`src/rtl/modexp_pkg.sv`:
```
package modexp_pkg;
  typedef enum logic [2:0] {
    ST_IDLE = 3'd0,
    ST_RED  = 3'd1,
    ST_MUL  = 3'd2,
    ST_SQR  = 3'd3,
    ST_DONE = 3'd4
  } mx_state_e;
endpackage

```
`src/rtl/modexp_lead_one.sv`:
```
module modexp_lead_one #(
  parameter int W  = 16,
  localparam int IW = (W > 1) ? $clog2(W) : 1
) (
  input  logic [W-1:0]  vec,
  output logic [IW-1:0] pos
);
  // position of the highest set bit; 0 when vec is zero
  always_comb begin
    pos = '0;
    for (int i = 0; i < W; i++) begin
      if (vec[i]) pos = IW'(i);
    end
  end
endmodule

```
`src/rtl/modexp_mulmod.sv`:
```
module modexp_mulmod #(
  parameter int W = 16
) (
  input  logic         clk,
  input  logic         rst_n,
  input  logic         go,
  input  logic [W-1:0] op_a,
  input  logic [W-1:0] op_b,
  input  logic [W-1:0] op_n,
  output logic         fin,
  output logic [W-1:0] prod
);
  logic         run;
  logic [W-1:0] acc_m, dbl_p, scan_b, mod_q;

  // (x + y) mod n for x, y < n
  function automatic logic [W-1:0] add_mod(input logic [W-1:0] x,
                                           input logic [W-1:0] y,
                                           input logic [W-1:0] n);
    logic [W:0] s;
    s = {1'b0, x} + {1'b0, y};
    if (s >= {1'b0, n}) s = s - {1'b0, n};
    return s[W-1:0];
  endfunction

  always_ff @(posedge clk) begin
    if (!rst_n) begin
      run    <= 1'b0;
      fin    <= 1'b0;
      acc_m  <= '0;
      dbl_p  <= '0;
      scan_b <= '0;
      mod_q  <= '0;
    end else begin
      fin <= 1'b0;
      if (go) begin
        run    <= 1'b1;
        acc_m  <= '0;
        dbl_p  <= op_a;
        scan_b <= op_b;
        mod_q  <= op_n;
      end else if (run) begin
        if (scan_b == '0) begin
          run <= 1'b0;
          fin <= 1'b1;
        end else begin
          if (scan_b[0]) acc_m <= add_mod(acc_m, dbl_p, mod_q);
          dbl_p  <= add_mod(dbl_p, dbl_p, mod_q);
          scan_b <= scan_b >> 1;
        end
      end
    end
  end

  assign prod = acc_m;

  // partial values stay reduced, so the final value needs no correction
  assert_mm_partials_reduced_R5: assert property (@(posedge clk) disable iff (!rst_n)
    run |-> (acc_m < mod_q) && (dbl_p < mod_q));
  // each completion is a lone pulse
  assert_mm_fin_single_R3: assert property (@(posedge clk) disable iff (!rst_n)
    fin |=> !fin);
endmodule

```
`src/rtl/modexp_lr.sv`:
```
module modexp_lr
  import modexp_pkg::*;
#(
  parameter int W  = 16,
  localparam int IW = (W > 1) ? $clog2(W) : 1
) (
  input  logic         clk,
  input  logic         rst_n,
  input  logic         start,
  input  logic [W-1:0] base,
  input  logic [W-1:0] exponent,
  input  logic [W-1:0] modulus,
  output logic         busy,
  output logic         done,
  output logic [W-1:0] result
);
  mx_state_e    st;
  logic [W-1:0] exp_q, n_q, base_red, run_val;
  logic [IW-1:0] idx, lead_pos, idx_dn;
  logic         mm_go, mm_fin;
  logic [W-1:0] mm_a, mm_b, mm_p, unit;

  modexp_lead_one #(.W(W)) u_lead (.vec(exponent), .pos(lead_pos));

  modexp_mulmod #(.W(W)) u_mul (
    .clk(clk), .rst_n(rst_n), .go(mm_go),
    .op_a(mm_a), .op_b(mm_b), .op_n(n_q),
    .fin(mm_fin), .prod(mm_p)
  );

  assign unit   = (modulus == W'(1)) ? '0 : W'(1);
  assign idx_dn = idx - IW'(1);

  always_ff @(posedge clk) begin
    if (!rst_n) begin
      st       <= ST_IDLE;
      exp_q    <= '0;
      n_q      <= '0;
      base_red <= '0;
      run_val  <= '0;
      idx      <= '0;
      mm_go    <= 1'b0;
      mm_a     <= '0;
      mm_b     <= '0;
      result   <= '0;
    end else begin
      mm_go <= 1'b0;
      unique case (st)
        ST_IDLE: if (start) begin
          exp_q <= exponent;
          n_q   <= modulus;
          if (exponent == '0) begin
            result <= unit;
            st     <= ST_DONE;
          end else begin
            idx     <= lead_pos;
            run_val <= unit;
            mm_a    <= unit;       // unit * base brings base below n
            mm_b    <= base;
            mm_go   <= 1'b1;
            st      <= ST_RED;
          end
        end
        ST_RED: if (mm_fin) begin
          base_red <= mm_p;
          mm_a     <= mm_p;
          mm_b     <= run_val;     // top bit is always one
          mm_go    <= 1'b1;
          st       <= ST_MUL;
        end
        ST_MUL: if (mm_fin) begin
          run_val <= mm_p;
          if (idx == '0) begin
            result <= mm_p;
            st     <= ST_DONE;
          end else begin
            mm_a  <= mm_p;
            mm_b  <= mm_p;
            mm_go <= 1'b1;
            st    <= ST_SQR;
          end
        end
        ST_SQR: if (mm_fin) begin
          run_val <= mm_p;
          idx     <= idx_dn;
          if (exp_q[idx_dn]) begin
            mm_a  <= base_red;
            mm_b  <= mm_p;
            mm_go <= 1'b1;
            st    <= ST_MUL;
          end else if (idx_dn == '0) begin
            result <= mm_p;
            st     <= ST_DONE;
          end else begin
            mm_a  <= mm_p;
            mm_b  <= mm_p;
            mm_go <= 1'b1;
            st    <= ST_SQR;
          end
        end
        ST_DONE: st <= ST_IDLE;
        default: st <= ST_IDLE;
      endcase
    end
  end

  assign busy = (st != ST_IDLE);
  assign done = (st == ST_DONE);

  assert_result_below_mod_R5: assert property (@(posedge clk) disable iff (!rst_n)
    done |-> (result < n_q));
  assert_done_single_R3: assert property (@(posedge clk) disable iff (!rst_n)
    done |=> !done);
  assert_busy_holds_R3: assert property (@(posedge clk) disable iff (!rst_n)
    (busy && !done) |=> busy);
  assert_zero_exp_fast_R2: assert property (@(posedge clk) disable iff (!rst_n)
    (!busy && start && exponent == '0) |=> (done && !mm_go));
  assert_operands_held_R4: assert property (@(posedge clk) disable iff (!rst_n)
    (busy && !done) |=> ($stable(exp_q) && $stable(n_q)));
  assert_mod_one_zero_R6: assert property (@(posedge clk) disable iff (!rst_n)
    (done && n_q == W'(1)) |-> (result == '0));
endmodule

```
`config.mk`:
```
export PLATFORM = sky130hd
export DESIGN_NAME = modexp_lr
export DESIGN_NICKNAME = d
export VERILOG_FILES = /design/src/rtl/modexp_pkg.sv /design/src/rtl/modexp_lead_one.sv /design/src/rtl/modexp_mulmod.sv /design/src/rtl/modexp_lr.sv
export SDC_FILE = /design/constraint.sdc
export NUM_CORES = 1
export LEC_CHECK = 0
export ABC_AREA = 1
export BUFFER_PORTS_ARGS = -buffer_cell sky130_fd_sc_hd__buf_2
export CAP_MARGIN = 20
export CORE_MARGIN = 2
export CORE_UTILIZATION = 45
export CTS_CLUSTER_SIZE = 8
export DETAILED_ROUTE_END_ITERATION = 7
export GPL_ROUTABILITY_DRIVEN = 1
export GPL_TIMING_DRIVEN = 0
export PLACE_DENSITY = 0.68
export SYNTH_ARGS = -nofsm -noshare
export SYNTH_HDL_FRONTEND = slang
export SYNTH_HIERARCHICAL = 1
export SYNTH_SLANG_ARGS = --single-unit
```
`constraint.sdc`:
```
create_clock -name clk -period 3.45 [get_ports clk]
set_clock_uncertainty 0.2 [all_clocks]
set_input_delay 0.69 -clock clk [delete_from_list [all_inputs] [get_ports clk]]
set_output_delay 0.69 -clock clk [all_outputs]
set_load 0.01 [all_outputs]
```
==> metrics.txt <==
vias in the first global route=roughly 11000; HP Class=reg2reg; IO Port Bufs=67; synth unique cells=42; Clock Tree Buf Depth=2; drt initial violations=1141; Seq cells post-synth=between 150 and 200; Row Count=58; Arr. time, crit path=approximately 3.5 ns; Setup crit start kind=flip-flop; Seq pwr share=about a fifth; Internal=7.64 mW; die area=~0.027 sq mm; Synth top area share=roughly 32%; WHS=0.260 ns; period utilization=98.0%; fin area=approximately 0.014 sq mm; share of cells above drive strength 1=between 10% and 20%; count of final setup violators=0; P&R area growth vs syn=16.9%; RSZ-0062 raised after global routing=yes; Final Max Tran Viols=0; syn_area_per_cell=6.36 sq um; post-synthesis instance total=between 1500 and 2000; Placed Cells=approximately 2200; gpl congestion=0.912; RR Endpoint=u_mul/prod[0]; most common cell after layout, fill and taps aside=nand2_1; R2R Setup Slk=0.07 ns; nets@finish=between 2000 and 2500; Num CTS Buffers=17; Max transition margin=between 50% and 60%; post-route insts no fill=around 2300; routed len/inst=15.8 um; clock power share=13.2%; fmax=0.296 GHz; sink of the worst hold path=exp_q[12]; # DRC=0; warnings from Yosys=6; Worst EP required=~3.6 ns; initial antenna violation count=0; Worst-path clk slew=approximately 0.09 ns; final setup TNS=0 ns; Reg2Reg Depth=21; Power Dens Cells=between 1000 and 1500 mW/mm^2; dpl ws=-0.387 ns; Clock Sinks=about 190; Setup CP Type=reg2reg; DR vias=12000; WL final=35700 um; ranking of synthesized cells by area=dfxtp_1, nand2_1, nand3_1; most frequent cells in the layout=nand2_1, inv_1, nand3_1; slew at the pin closest to its max-slew limit=about 0.66 ns; highest net fanout along the worst path=5; final hold vios=0; first-pass GRT wire length=around 56000 um; RR Startpoint=u_mul/dbl_p[0]; clock root buffer=clkbuf_16; status=complete, no violations; Hold Crit Start=exp_q[12]; Maximum Capacitance Violations=0; placed instance area=0.0123 sq mm; # diodes=0; Final WS setup=0.0696 ns; Sw Share=a little over half; io pins=approximately 70; Pre-antenna DRT Iters=5; die height=164 um; clock latency on the worst-skew pair=0.44 ns; crit path time final=3.38 ns; Final Core Density=around 54%; total track usage=about a quarter; Core Box Area=~0.025 sq mm; DP HPWL=27400 um; combinational power share=about two thirds; grt ovf=0; post-synthesis sequential area ratio=between 30 and 40%; vias per cell=about 5.3; CTS tree=yes; initial core utilization=~46%; syn_nets=1925; crit end category=flip-flop; Leak=6.52 nW; Max IR drop VDD=about 0.00091 V; htree depth=4; Sw Pwr=8.43 mW; cell area after synthesis=between 0.01 and 0.015 sq mm; DIE WIDTH=164 um; Routed Antenna Nets=0; largest area contributor in the netlist=dfxtp_1; Hold Crit Depth=2; largest net degree at the start of global routing=24; Overall Power=between 15 and 20 mW
## worst max-delay path, cell delays in order, from the launching register on
cell and delay [ns]:
dfxtp_4 0.37, ha_2 0.19, fa_2 0.38, nand2_1 0.07, nand3_1 0.06, nand3_1 0.10
nand2_2 0.11, nand2_2 0.09, nand3b_1 0.09, nand2_2 0.09, inv_1 0.06, ha_4 0.29
inv_1 0.06, nor3_2 0.16, nand2_1 0.11, o21ai_4 0.19, inv_2 0.09, nand3_4 0.10
buf_4 0.16, nor2_1 0.05, o21bai_1 0.15, inv_1 0.06
## per-layer routing
metal | up-vias | GRT usage [%] | part of all wire, %
met5 | - | 0 | 0
met4 | 0 | 12.1 | 4.4
met3 | 78 | 3.92 | 5.8
met2 | 388 | 44.5 | 46
met1 | 5524 | 33.5 | 44
li1 | 6046 | - | -
## cell usage after synthesis (all sizes together)
master,instances
o21bai,2
a21oi,158
fa,3
nand3b,4
xnor2,8
xor2,19
nand3,209
buf,37
nand4,6
o211ai,2
o32ai,1
nor4,5
and2,2
nor3,14
clkinv,4
o21a,10
and3,2
a22oi,6
a31oi,10
nor2,185
ha,50
clkbuf,40
inv,227
o21ai,112
dfxtp,186
nand2,519
## area by class of cell
class	count	area [sq um]
Clock inverter	15	219
Multi-Input combinational cell	1328	6970
Sequential cell	186	3790
Clock buffer	17	425
Buffer	77	414
Inverter	231	872
Timing Repair Buffer	80	433
Tap cell	330	413
Fill cell	2584	11700
## registers in the layout, summed over array words and instances (netlist names)
name / count
result: 16
mm_go: 1
st: 3
u_mul/scan_b: 16
exp_q: 16
u_mul/prod: 16
mm_a: 16
u_mul/dbl_p: 16
n_q: 16
run_val: 16
u_mul/fin: 1
idx: 4
mm_b: 16
u_mul/run: 1
u_mul/mod_q: 16
base_red: 16
## cell families after synthesis
group	share of synthesized area, %
AND/OR/NAND/NOR	34.8
buffers and inverters	11.1
AO/OA/AOI/OAI	14.1
flip-flops	32.1
adder cells (fa/ha/maj)	5.92
XOR/XNOR	2.04
## power groups by stage
| stage | sequential [mW] | clock [mW] | combinational (mW) |
|---|---|---|---|
| floorplan | 3.02 | 0 | 7.77 |
| global placement | 3.10 | 0 | 9.90 |
| detailed placement | 3.11 | 0 | 10.0 |
| CTS | 3.08 | 2.13 | 10.2 |
| global route | 3.17 | 2.22 | 12.1 |
| finish | 3.11 | 2.12 | 10.9 |
## how the worst max path moves through the flow
stage | slack (ns) | from | to
4_1_cts | 0.005 | u_mul/prod[0] | u_mul/prod[2]
3_5_place_dp | -0.39 | u_mul/prod[2] | u_mul/prod[9]
2_1_floorplan | 0.30 | u_mul/prod[0] | u_mul/prod[2]
3_3_place_gp | -0.34 | u_mul/prod[2] | u_mul/prod[9]
6_report | 0.07 | u_mul/dbl_p[0] | u_mul/prod[0]
5_1_grt | -0.12 | u_mul/dbl_p[0] | u_mul/prod[0]
## repair_timing
item                                    4_1_cts  5_1_grt
hold buffers                                  0        0
endpoints found under the setup margin       16       16
pin swaps                                     5       14
gates cloned                                  0        2
resized for setup                            29       82
buffers inserted                              4        8
Note: power is estimated with default switching activity, not from simulation.
